### src/rtl/swd_pkg.sv
`timescale 1ns/1ps
package swd_pkg;
  typedef enum logic [2:0] {
    ST_IDLE,
    ST_HDR,
    ST_TRN_A,
    ST_ACK,
    ST_RD,
    ST_TRN_W,
    ST_WR,
    ST_TRN_E
  } seq_state_e;

  localparam int          HDR_BITS = 8;
  localparam int          ACK_BITS = 3;
  localparam logic [2:0]  RESP_OK    = 3'b001;
  localparam logic [2:0]  RESP_WAIT  = 3'b010;
  localparam logic [2:0]  RESP_FAULT = 3'b100;
endpackage

### src/rtl/swd_clkgen.sv
`timescale 1ns/1ps
// Serial clock divider: counts half periods, emits rise and fall events.
module swd_clkgen #(
  parameter int HALF_DIV = 2
) (
  input  logic clk_i,
  input  logic rst_ni,
  input  logic run_i,
  output logic sclk_o,
  output logic rise_o,
  output logic fall_o
);
  localparam int CW = (HALF_DIV > 1) ? $clog2(HALF_DIV) : 1;
  localparam logic [CW-1:0] LAST = CW'(HALF_DIV - 1);

  logic [CW-1:0] cnt_q, cnt_d;
  logic          ph_q, ph_d;
  logic          term;

  assign term = (cnt_q == LAST);

  always_comb begin
    cnt_d = cnt_q;
    ph_d  = ph_q;
    if (!run_i) begin
      cnt_d = '0;
      ph_d  = 1'b0;
    end else if (term) begin
      cnt_d = '0;
      ph_d  = ~ph_q;
    end else begin
      cnt_d = cnt_q + CW'(1);
    end
  end

  always_ff @(posedge clk_i or negedge rst_ni) begin
    if (!rst_ni) begin
      cnt_q <= '0;
      ph_q  <= 1'b0;
    end else begin
      cnt_q <= cnt_d;
      ph_q  <= ph_d;
    end
  end

  assign sclk_o = ph_q;
  assign rise_o = run_i & term & ~ph_q;
  assign fall_o = run_i & term &  ph_q;

  // clock parked low whenever the engine is not running
  a_r1_clk_parked: assert property (@(posedge clk_i) disable iff (!rst_ni)
    !run_i |-> !sclk_o);

  // level holds inside a half period
  a_r2_half_steady: assert property (@(posedge clk_i) disable iff (!rst_ni)
    (run_i && !term) |=> $stable(sclk_o));
endmodule

### src/rtl/swd_tx.sv
`timescale 1ns/1ps
// Outgoing shift register shared by the header and the write data phase.
module swd_tx #(
  parameter int DATA_W = 32
) (
  input  logic              clk_i,
  input  logic              rst_ni,
  input  logic              load_hdr_i,
  input  logic [7:0]        hdr_i,
  input  logic              load_dat_i,
  input  logic [DATA_W-1:0] dat_i,
  input  logic              shift_i,
  output logic              bit_o
);
  localparam int SW = DATA_W + 1;

  logic [SW-1:0] sr_q, sr_d;

  always_comb begin
    sr_d = sr_q;
    if (load_hdr_i) begin
      sr_d = {{(SW-8){1'b1}}, hdr_i};
    end else if (load_dat_i) begin
      sr_d = {^dat_i, dat_i};
    end else if (shift_i) begin
      sr_d = {1'b1, sr_q[SW-1:1]};
    end
  end

  always_ff @(posedge clk_i or negedge rst_ni) begin
    if (!rst_ni) begin
      sr_q <= '1;
    end else begin
      sr_q <= sr_d;
    end
  end

  assign bit_o = sr_q[0];

  // a data load never coincides with a header load
  a_r9_single_load: assert property (@(posedge clk_i) disable iff (!rst_ni)
    !(load_hdr_i && load_dat_i));
endmodule

### src/rtl/swd_rx.sv
`timescale 1ns/1ps
// Incoming shift registers for response and read data, plus result registers.
module swd_rx #(
  parameter int DATA_W = 32
) (
  input  logic              clk_i,
  input  logic              rst_ni,
  input  logic              clear_i,
  input  logic              samp_ack_i,
  input  logic              samp_dat_i,
  input  logic              din_i,
  input  logic              capture_i,
  input  logic              keep_dat_i,
  output logic [2:0]        ack_raw_o,
  output logic [2:0]        ack_o,
  output logic [DATA_W-1:0] rdata_o,
  output logic              perr_o
);
  logic [2:0]        ack_sr_q, ack_sr_d;
  logic [DATA_W:0]   dat_sr_q, dat_sr_d;
  logic [2:0]        ack_q, ack_d;
  logic [DATA_W-1:0] rd_q, rd_d;
  logic              pe_q, pe_d;

  always_comb begin
    ack_sr_d = ack_sr_q;
    dat_sr_d = dat_sr_q;
    ack_d    = ack_q;
    rd_d     = rd_q;
    pe_d     = pe_q;
    if (clear_i) begin
      ack_sr_d = '0;
      dat_sr_d = '0;
      ack_d    = '0;
      rd_d     = '0;
      pe_d     = 1'b0;
    end else begin
      if (samp_ack_i) ack_sr_d = {din_i, ack_sr_q[2:1]};
      if (samp_dat_i) dat_sr_d = {din_i, dat_sr_q[DATA_W:1]};
      if (capture_i) begin
        ack_d = ack_sr_q;
        if (keep_dat_i) begin
          rd_d = dat_sr_q[DATA_W-1:0];
          pe_d = ^dat_sr_q;
        end else begin
          rd_d = '0;
          pe_d = 1'b0;
        end
      end
    end
  end

  always_ff @(posedge clk_i or negedge rst_ni) begin
    if (!rst_ni) begin
      ack_sr_q <= '0;
      dat_sr_q <= '0;
      ack_q    <= '0;
      rd_q     <= '0;
      pe_q     <= 1'b0;
    end else begin
      ack_sr_q <= ack_sr_d;
      dat_sr_q <= dat_sr_d;
      ack_q    <= ack_d;
      rd_q     <= rd_d;
      pe_q     <= pe_d;
    end
  end

  assign ack_raw_o = ack_sr_q;
  assign ack_o     = ack_q;
  assign rdata_o   = rd_q;
  assign perr_o    = pe_q;

  // response and data are never shifted in the same cycle
  a_r6_one_sampler: assert property (@(posedge clk_i) disable iff (!rst_ni)
    !(samp_ack_i && samp_dat_i));
endmodule

### src/rtl/swd_host_engine.sv
`timescale 1ns/1ps
module swd_host_engine #(
  parameter int HALF_DIV = 2,
  parameter int DATA_W   = 32
) (
  input  logic              clk_i,
  input  logic              rst_ni,
  input  logic              req_valid_i,
  input  logic              req_rnw_i,
  input  logic              req_ap_i,
  input  logic [1:0]        req_addr_i,
  input  logic [DATA_W-1:0] req_wdata_i,
  output logic              busy_o,
  output logic              done_o,
  output logic [2:0]        ack_o,
  output logic [DATA_W-1:0] rdata_o,
  output logic              perr_o,
  output logic              swclk_o,
  output logic              swdio_o,
  output logic              swdio_oe_o,
  input  logic              swdio_i
);
  import swd_pkg::*;

  localparam int BW = $clog2(DATA_W + 1) + 1;
  localparam logic [BW-1:0] HDR_LAST = BW'(HDR_BITS - 1);
  localparam logic [BW-1:0] ACK_LAST = BW'(ACK_BITS - 1);
  localparam logic [BW-1:0] DAT_LAST = BW'(DATA_W);

  // reset: asserted asynchronously, released on a clock edge
  logic [1:0] rst_sync_q;
  logic       rst_n;

  always_ff @(posedge clk_i or negedge rst_ni) begin
    if (!rst_ni) begin
      rst_sync_q <= 2'b00;
    end else begin
      rst_sync_q <= {rst_sync_q[0], 1'b1};
    end
  end
  assign rst_n = rst_sync_q[1];

  seq_state_e        state_q, state_d;
  logic [BW-1:0]     bcnt_q, bcnt_d;
  logic              rnw_q, rnw_d;
  logic [DATA_W-1:0] wdat_q, wdat_d;
  logic              done_q, done_d;

  logic       accept;
  logic       fall_w, rise_w;
  logic       load_hdr, load_dat, tx_shift, tx_bit;
  logic       finish, keep_dat;
  logic       samp_ack, samp_dat;
  logic [2:0] ack_raw;
  logic [7:0] hdr;

  assign accept = req_valid_i && (state_q == ST_IDLE);

  // header, bit 0 first on the wire
  assign hdr = {1'b1, 1'b0,
                req_ap_i ^ req_rnw_i ^ req_addr_i[0] ^ req_addr_i[1],
                req_addr_i[1], req_addr_i[0], req_rnw_i, req_ap_i, 1'b1};

  swd_clkgen #(.HALF_DIV(HALF_DIV)) i_clkgen (
    .clk_i  (clk_i),
    .rst_ni (rst_n),
    .run_i  (state_q != ST_IDLE),
    .sclk_o (swclk_o),
    .rise_o (rise_w),
    .fall_o (fall_w)
  );

  swd_tx #(.DATA_W(DATA_W)) i_tx (
    .clk_i      (clk_i),
    .rst_ni     (rst_n),
    .load_hdr_i (load_hdr),
    .hdr_i      (hdr),
    .load_dat_i (load_dat),
    .dat_i      (wdat_q),
    .shift_i    (tx_shift),
    .bit_o      (tx_bit)
  );

  assign samp_ack = rise_w && (state_q == ST_ACK);
  assign samp_dat = rise_w && (state_q == ST_RD);
  assign keep_dat = rnw_q && (ack_raw == RESP_OK);

  swd_rx #(.DATA_W(DATA_W)) i_rx (
    .clk_i      (clk_i),
    .rst_ni     (rst_n),
    .clear_i    (accept),
    .samp_ack_i (samp_ack),
    .samp_dat_i (samp_dat),
    .din_i      (swdio_i),
    .capture_i  (finish),
    .keep_dat_i (keep_dat),
    .ack_raw_o  (ack_raw),
    .ack_o      (ack_o),
    .rdata_o    (rdata_o),
    .perr_o     (perr_o)
  );

  // next-state logic; bit boundaries are the serial clock falls
  always_comb begin
    state_d  = state_q;
    bcnt_d   = bcnt_q;
    rnw_d    = rnw_q;
    wdat_d   = wdat_q;
    load_hdr = 1'b0;
    load_dat = 1'b0;
    tx_shift = 1'b0;
    finish   = 1'b0;
    unique case (state_q)
      ST_IDLE: begin
        if (req_valid_i) begin
          state_d  = ST_HDR;
          bcnt_d   = '0;
          rnw_d    = req_rnw_i;
          wdat_d   = req_wdata_i;
          load_hdr = 1'b1;
        end
      end
      ST_HDR: begin
        if (fall_w) begin
          if (bcnt_q == HDR_LAST) begin
            state_d = ST_TRN_A;
            bcnt_d  = '0;
          end else begin
            bcnt_d   = bcnt_q + BW'(1);
            tx_shift = 1'b1;
          end
        end
      end
      ST_TRN_A: begin
        if (fall_w) begin
          state_d = ST_ACK;
          bcnt_d  = '0;
        end
      end
      ST_ACK: begin
        if (fall_w) begin
          if (bcnt_q == ACK_LAST) begin
            bcnt_d = '0;
            if (ack_raw != RESP_OK) state_d = ST_TRN_E;
            else if (rnw_q)         state_d = ST_RD;
            else                    state_d = ST_TRN_W;
          end else begin
            bcnt_d = bcnt_q + BW'(1);
          end
        end
      end
      ST_RD: begin
        if (fall_w) begin
          if (bcnt_q == DAT_LAST) begin
            state_d = ST_TRN_E;
            bcnt_d  = '0;
          end else begin
            bcnt_d = bcnt_q + BW'(1);
          end
        end
      end
      ST_TRN_W: begin
        if (fall_w) begin
          state_d  = ST_WR;
          bcnt_d   = '0;
          load_dat = 1'b1;
        end
      end
      ST_WR: begin
        if (fall_w) begin
          if (bcnt_q == DAT_LAST) begin
            state_d = ST_IDLE;
            bcnt_d  = '0;
            finish  = 1'b1;
          end else begin
            bcnt_d   = bcnt_q + BW'(1);
            tx_shift = 1'b1;
          end
        end
      end
      ST_TRN_E: begin
        if (fall_w) begin
          state_d = ST_IDLE;
          bcnt_d  = '0;
          finish  = 1'b1;
        end
      end
      default: state_d = ST_IDLE;
    endcase
    done_d = finish;
  end

  always_ff @(posedge clk_i or negedge rst_n) begin
    if (!rst_n) begin
      state_q <= ST_IDLE;
      bcnt_q  <= '0;
      rnw_q   <= 1'b0;
      wdat_q  <= '0;
      done_q  <= 1'b0;
    end else begin
      state_q <= state_d;
      bcnt_q  <= bcnt_d;
      done_q  <= done_d;
      if (accept) begin
        rnw_q  <= rnw_d;
        wdat_q <= wdat_d;
      end
    end
  end

  assign busy_o     = (state_q != ST_IDLE);
  assign done_o     = done_q;
  assign swdio_oe_o = (state_q == ST_IDLE) || (state_q == ST_HDR) || (state_q == ST_WR);
  assign swdio_o    = ((state_q == ST_HDR) || (state_q == ST_WR)) ? tx_bit : 1'b1;

  // line value and ownership move only at a serial clock fall
  a_r3_change_on_fall: assert property (@(posedge clk_i) disable iff (!rst_n)
    !($stable(swdio_o) && $stable(swdio_oe_o)) |-> $past(fall_w));

  // target bits are only taken while the host has let go of the line
  a_r6_sample_released: assert property (@(posedge clk_i) disable iff (!rst_n)
    (samp_ack || samp_dat) |-> !swdio_oe_o);

  // busy only starts from a presented request
  a_r11_start_needs_req: assert property (@(posedge clk_i) disable iff (!rst_n)
    $rose(busy_o) |-> $past(req_valid_i));

  // completion is a single-cycle pulse seen while idle
  a_r11_done_pulse: assert property (@(posedge clk_i) disable iff (!rst_n)
    done_o |-> (!busy_o ##1 !done_o));

  // a failed response leaves no read result behind
  a_r10_no_data_on_fail: assert property (@(posedge clk_i) disable iff (!rst_n)
    (done_o && ack_o != RESP_OK) |-> (rdata_o == '0 && !perr_o));
endmodule

### config.mk
export PLATFORM = sky130hd
export DESIGN_NAME = swd_host_engine
export DESIGN_NICKNAME = d
export VERILOG_FILES = /design/src/rtl/swd_pkg.sv /design/src/rtl/swd_clkgen.sv /design/src/rtl/swd_tx.sv /design/src/rtl/swd_rx.sv /design/src/rtl/swd_host_engine.sv
export SDC_FILE = /design/constraint.sdc
export NUM_CORES = 1
export LEC_CHECK = 0
export ABC_AREA = 1
export CORE_MARGIN = 5
export CORE_UTILIZATION = 55
export DETAILED_ROUTE_END_ITERATION = 10
export PLACE_DENSITY = 0.9
export SLEW_MARGIN = 20
export SYNTH_ARGS = -nofsm -noshare
export SYNTH_HDL_FRONTEND = slang
export SYNTH_SLANG_ARGS = --single-unit
### constraint.sdc
create_clock -name clk_i -period 14.2 [get_ports clk_i]
set_clock_uncertainty 0.05 [all_clocks]
set_input_delay 4.26 -clock clk_i [delete_from_list [all_inputs] [get_ports clk_i]]
set_output_delay 4.26 -clock clk_i [all_outputs]
set_load 0.02 [all_outputs]
==> results of run 1 <==
==> metrics by stage <==
| step | instance area, µm² | util (%) | power (µW) |
|---|---|---|---|
| 6_report | 9340 | 67.0 | 980 |
| 4_1_cts | 9340 | 67.0 | 985 |
| 3_3_place_gp | 8660 | 62.2 | 467 |
| 5_1_grt | 9340 | 67.0 | 1010 |
| 3_5_place_dp | 8660 | 62.2 | 468 |
| 2_1_floorplan | 7830 | - | 453 |
==> worst paths after layout <==
check / startpoint / endpoint / slack (ps) / cells after the start
setup / recovery: req_valid_i / i_tx.sr_q[26] / 7210 / 9
hold / removal: rst_sync_q[0] / rst_sync_q[1] / 310 / 0
setup reg to reg: state_q[2] / i_tx.sr_q[26] / 10730 / 9
hold reg to reg: rst_sync_q[0] / rst_sync_q[1] / 310 / 0
max in group asynchronous: rst_ni / rst_sync_q[1] / 10020 / 1
min in group asynchronous: rst_sync_q[1] / i_rx.dat_sr_q[4] / 420 / 0
==> power groups by stage <==
stage | Combinational (µW) | Clock, µW | Sequential, µW
after global placement | 17.6 | 0 | 449
after floorplan | 1.66 | 0 | 451
after global routing | 19.7 | 548 | 442
after CTS | 18.3 | 524 | 442
after detailed placement | 18.0 | 0 | 450
final | 17.9 | 521 | 442
==> sequential cells by signal, summed over array words and instances, names as in the netlist <==
signal and flops:
rnw_q 1, i_rx.perr_o 1, done_o 1, i_clkgen.sclk_o 1, bcnt_q 7, state_q 3
i_rx.rdata_o 32, rst_sync_q 2, i_rx.ack_raw_o 3, wdat_q 32, i_tx.sr_q 33, i_clkgen.cnt_q 1
i_rx.dat_sr_q 33, i_rx.ack_o 3
==> routing by layer <==
layer  global-route usage [%]  share of wire, %  up-vias
li1                         -                 -     3228
met4                     9.64               3.0        0
met2                     37.8                49      235
met3                     4.99               5.3       53
met5                        0                 0        -
met1                     29.0                42     3158
==> layout make-up <==
cell class	count	area, µm²	share of cell area, %
Inverter	85	322	3.44
Sequential cell	153	3870	41.5
Clock inverter	14	241	2.59
Multi-Input combinational cell	693	3420	36.6
Tap cell	180	225	2.41
Timing Repair Buffer	83	823	8.81
Clock buffer	18	439	4.70
==> synth_stat cells <==
| master | n | area [µm²] |
|---|---|---|
| inv_1 | 80 | 300 |
| a31oi_1 | 2 | 12.5 |
| nand3_2 | 3 | 30.0 |
| a21oi_1 | 10 | 50.1 |
| a2bb2oi_1 | 1 | 8.76 |
| buf_1 | 4 | 15.0 |
| nand2b_1 | 2 | 12.5 |
| or2_1 | 1 | 6.26 |
| nor3b_1 | 3 | 22.5 |
| dfstp_2 | 33 | 867 |
| nand4_1 | 1 | 6.26 |
| nand2_2 | 14 | 87.6 |
| nand3_1 | 57 | 285 |
| clkbuf_1 | 14 | 52.6 |
| buf_12 | 2 | 40.0 |
| o21ai_2 | 24 | 210 |
| o211ai_1 | 1 | 7.51 |
| inv_2 | 4 | 15.0 |
| o22ai_1 | 25 | 156 |
| nor3_1 | 6 | 30.0 |
| xor2_1 | 18 | 158 |
| nor2_4 | 1 | 11.3 |
| or2_2 | 3 | 18.8 |
| inv_4 | 1 | 6.26 |
| xnor2_1 | 24 | 210 |
| o21ai_0 | 88 | 440 |
| a22oi_1 | 3 | 22.5 |
| conb_1 | 1 | 3.75 |
| nand2_1 | 356 | 1340 |
| buf_8 | 1 | 15.0 |
| o221ai_1 | 1 | 8.76 |
| buf_2 | 15 | 75.1 |
| nor3_2 | 1 | 10.0 |
| ha_1 | 5 | 62.6 |
| nand3b_1 | 1 | 7.51 |
| buf_6 | 2 | 22.5 |
| nor3_4 | 1 | 16.3 |
| o21a_1 | 1 | 7.51 |
| nor2_1 | 36 | 135 |
| dfrtp_1 | 120 | 3000 |
| nand2_4 | 2 | 22.5 |
| nand3_4 | 1 | 17.5 |
==> cells by family after synthesis <==
| family | count (synthesis) | synth area share, % |
|---|---|---|
| adder cells (fa/ha/maj) | 5 | 0.799 |
| XOR/XNOR | 42 | 4.70 |
| flip-flops | 153 | 49.4 |
| AND/OR/NAND/NOR | 489 | 26.3 |
| AO/OA/AOI/OAI | 156 | 11.8 |
| other | 1 | 0.0479 |
| buffers and inverters | 123 | 6.92 |
==> flow_metrics.env, run 1 <==
export IMPL_worstPathArrival_ps=7290
export IMPL_drt_pass1_iter_count=7
export IMPL_final_common_cell="nand2_1"
export IMPL_rows=43
export IMPL_hold_path_class="flop to flop"
export IMPL_gp_congestion=0.836
export IMPL_synth_warnings=0
export IMPL_final_cell_mix="nand2_1, dfrtp_1, o21ai_0, clkdlybuf4s50_1, inv_1"
export IMPL_die_x_um=129
export IMPL_area_growth_pct=19.4
export IMPL_drv_slew=0
export IMPL_clkPwrFrac_pct=53.1
export IMPL_cts_buffers=17
export IMPL_place_ws_ps=6830
export IMPL_antenna_found_initial=0
export IMPL_final_fill_count=1034
export IMPL_grt_max_degree=81
export IMPL_fmax_mhz=143
export IMPL_synthesis_area_mm2=0.00783
export IMPL_design_core_area_mm2=0.0139
export IMPL_cts_root_buf="clkbuf_16"
export IMPL_die_h_um=129
export IMPL_cts_tree="done"
export IMPL_cp_slowest_stage_delay_ps=820
export IMPL_grt_setup_unrepaired="no"
export IMPL_endpoint_kind="flop"
export IMPL_placed_cells=1194
export IMPL_syn_nets=1014
export IMPL_ant_nets=0
export IMPL_switching_share_pct=20.1
export IMPL_vias_per_cell=5.44
export IMPL_grt_pass1_vias=6658
export IMPL_clk_latency_ps=430
export IMPL_drtIter0Drc=546
export IMPL_ios=81
export IMPL_drt_wl_total_mm=18.2
export IMPL_relSlewSlack_pct=26.7
export IMPL_cts_htree_levels=4
export IMPL_dpl_hpwl_mm=11.6
export IMPL_dieArea_mm2=0.0167
export IMPL_netlist_instances=969
export IMPL_worst_slack_ps=7210
export IMPL_worst_pin_slew_ps=1100
export IMPL_cts_buffer_depth=2
export IMPL_power_density_mw_per_mm2=105
export IMPL_grt_usage_pct=22.8
export IMPL_ys_seq_elements=153
export IMPL_clock_sinks=153
export IMPL_finalSetupTns_ps=0
export IMPL_comb_power_share_pct=1.8
export IMPL_worstPathRequired_ps=14500
export IMPL_ys_seq_area_share_pct=49.4
export IMPL_holdWs_ps=307
export IMPL_final_min_clock_period_ps=6990
export IMPL_postCtsSetupRepairBufs=0
export IMPL_cpMaxStageDelayCell="inv_2"
export IMPL_crit_buf_inv=4
export IMPL_final_net_count=1078
export IMPL_intPower_uw=783
export IMPL_grt_pass1_wl_mm=30.7
export IMPL_seq_power_share_pct=45.1
export IMPL_peakVddDrop_uv=90.6
export IMPL_worstPathMaxFanout=80
export IMPL_maxCapViolCount=0
export IMPL_antenna_cells=0
export IMPL_io_buffers=80
export IMPL_cp_top_family="buffers and inverters"
export IMPL_ys_types=42
export IMPL_start_kind="input pin"
export IMPL_status="completed"
export IMPL_path_cells="clkdlybuf4s50_1 -> nand2_2 -> buf_4 -> nand2_4 -> inv_2 -> nand2_4 -> inv_2 -> nand2_1 -> o21ai_2"
export IMPL_layout_drive_gt1_share_pct=12.0
export IMPL_hold_violations=0
export IMPL_grt_overflow_total=0
export IMPL_wl_per_cell_um=14.8
export IMPL_cts_resized_gates=0
export IMPL_drc=0
export IMPL_stdcell_count=1226
export IMPL_avgSynthCellArea_um2=8.08
export IMPL_path_clk_slew_ps=60
export IMPL_setup_violations=0
export IMPL_critPathKind="input pin to flop"
export IMPL_netSwitchingPower_uw=197
export IMPL_start_util_pct=56.2
export IMPL_postCtsHoldBufs=0
export IMPL_fin_crit_sh_pct=49.2
export IMPL_vias=6674
export IMPL_leakage_uw=0.00447
Power figures use the tool's default switching activity.
==> inputs of run 2 (changes only) <==
Settings changed: CORE_UTILIZATION 55 to 52, PLACE_DENSITY 0.9 to 0.89.
Clock period 14.2 ns to 6.4 ns, I/O delays scaled along.
==> run 2 against run 1 <==
  * Worst setup slack worse by 5400 ps
  * Clock-buffer cell count grew 3
  * Power rose by 120%
  * Die area is 5.3% higher
  * Worst hold slack got worse by 4.4 ps
  * First-iteration DRC count increased by 19%
  * Utilization is 3.3 points lower
  * Combinational power up 120%
==> flow_metrics.env, run 2 (synthesized netlist as in run 1, its figures left out) <==
export IMPL_grt_usage_pct=21.3
export IMPL_drv_slew=0
export IMPL_grt_setup_unrepaired="no"
export IMPL_whs_path_depth=0
export IMPL_setup_violations=0
export IMPL_top_regs="i_rx.dat_sr_q (33), i_tx.sr_q (33)"
export IMPL_layout_drive_gt1_share_pct=12.0
export IMPL_worstPathRequired_ps=6670
export IMPL_drt_pass1_iter_count=6
export IMPL_final_net_count=1077
export IMPL_postCtsSetupRepairBufs=0
export IMPL_die_x_um=133
export IMPL_grt_pass1_wl_mm=30.9
export IMPL_hold_violations=0
export IMPL_comb_power_share_pct=1.8
export IMPL_gp_congestion=0.859
export IMPL_ant_nets=0
export IMPL_status="completed"
export IMPL_reg2reg_depth=8
export IMPL_path_clk_slew_ps=60
export IMPL_area_growth_pct=19.3
export IMPL_cts_htree_levels=4
export IMPL_intPower_uw=1730
export IMPL_clock_sinks=153
export IMPL_drc=0
export IMPL_drt_wl_total_mm=18.1
export IMPL_grt_overflow_total=0
export IMPL_endpoint_kind="flop"
export IMPL_netSwitchingPower_uw=430
export IMPL_final_cell_area_mm2=0.00933
export IMPL_dpl_hpwl_mm=11.5
export IMPL_critPathKind="input pin to flop"
export IMPL_power_density_mw_per_mm2=231
export IMPL_cts_buffers=17
export IMPL_r2r_slack_ps=2910
export IMPL_grt_pass1_vias=6546
export IMPL_vias=6581
export IMPL_dieArea_mm2=0.0176
export IMPL_cts_buffer_depth=2
export IMPL_rows=44
export IMPL_switching_share_pct=19.9
export IMPL_clk_latency_ps=420
export IMPL_relSlewSlack_pct=32.1
export IMPL_grt_max_degree=78
export IMPL_postCtsHoldBufs=0
export IMPL_seq_power_share_pct=45.5
export IMPL_vias_per_cell=5.35
export IMPL_final_min_clock_period_ps=4560
export IMPL_leakage_uw=0.00445
export IMPL_worstPathArrival_ps=4830
export IMPL_final_cell_mix="nand2_1, dfrtp_1, o21ai_0, clkdlybuf4s50_1, inv_1"
export IMPL_finalSetupTns_ps=0
export IMPL_maxCapViolCount=0
export IMPL_cts_tree="done"
export IMPL_io_buffers=80
export IMPL_fin_crit_sh_pct=71.2
export IMPL_final_common_cell="nand2_1"
export IMPL_antenna_found_initial=1
export IMPL_cts_resized_gates=0
export IMPL_cts_root_buf="clkbuf_16"
export IMPL_peakVddDrop_uv=229
export IMPL_fmax_mhz=219
export IMPL_hold_path_class="flop to flop"
export IMPL_start_kind="input pin"
export IMPL_place_area_mm2=0.00866
export IMPL_design_core_area_mm2=0.0146
export IMPL_worstPathMaxFanout=47
export IMPL_wl_per_cell_um=14.8
export IMPL_die_h_um=133
export IMPL_ios=81
export IMPL_worst_pin_slew_ps=1020
export IMPL_start_util_pct=53.4
export IMPL_drtIter0Drc=649
export IMPL_clkPwrFrac_pct=52.7
export IMPL_final_fill_count=1138
run 2: cell count changes in the layout (fill, tap and decap cells not counted), sizes merged:
cell | before | now
clkinvlp | 1 | 3
buf | 3 | 2
clkinv | 5 | 4
bufinv | 6 | 5
inv | 87 | 84
clkbuf | 18 | 21
diode | 0 | 1
run 2: metal layers:
layer | GRT usage [%] | share of wire (%)
met5 | 0 | 0.072
met4 | 9.01 | 2.4
met3 | 5.62 | 5.4
met2 | 34.1 | 49
met1 | 27.7 | 43
run 2: power by group through the flow:
stage	Clock, µW	Combinational [µW]	Sequential [µW]
finish	1140	39.0	980
global placement	0	38.5	997
global route	1190	43.1	982
detailed placement	0	39.1	998
floorplan	0	3.68	1000
CTS	1140	39.8	981
run 2: cell type report:
cell class,count,area [µm²],area share [%]
Antenna cell,1,2.50,0.0268
Inverter,85,323,3.46
Multi-Input combinational cell,693,3420,36.6
Clock buffer,21,480,5.15
Timing Repair Buffer,82,816,8.74
Tap cell,184,230,2.47
Clock inverter,11,191,2.05
Sequential cell,153,3870,41.5
run 2: worst paths after layout:
| kind | start | to |
|---|---|---|
| max in group asynchronous | rst_sync_q[1] | wdat_q[18] |
| max | req_valid_i | i_tx.sr_q[22] |
| max reg2reg | state_q[2] | i_tx.sr_q[22] |
| min | rst_sync_q[0] | rst_sync_q[1] |
| min in group asynchronous | rst_sync_q[1] | i_rx.dat_sr_q[0] |
| min reg2reg | rst_sync_q[0] | rst_sync_q[1] |
run 2: worst max-delay path, cell delays in order:
cell	delay, ps
clkdlybuf4s50_1	490
nand2_2	460
nand2_4	530
inv_2	110
nand2_4	190
clkinv_2	700
nand2_1	310
o21ai_2	80
run 2: stage by stage:
step                      utilization (%)  setup slack (ps)  instances  hold WS (ps)  total power (µW)
after floorplan                         -              1830        969           281              1000
after global placement               59.1              1610       1197           286              1040
after detailed placement             59.1              1470       1197           291              1040
after CTS                            63.7              1820       1229           306              2160
after global routing                 63.7              1520       1230           316              2220
final                                63.7              1840       1230           303              2160
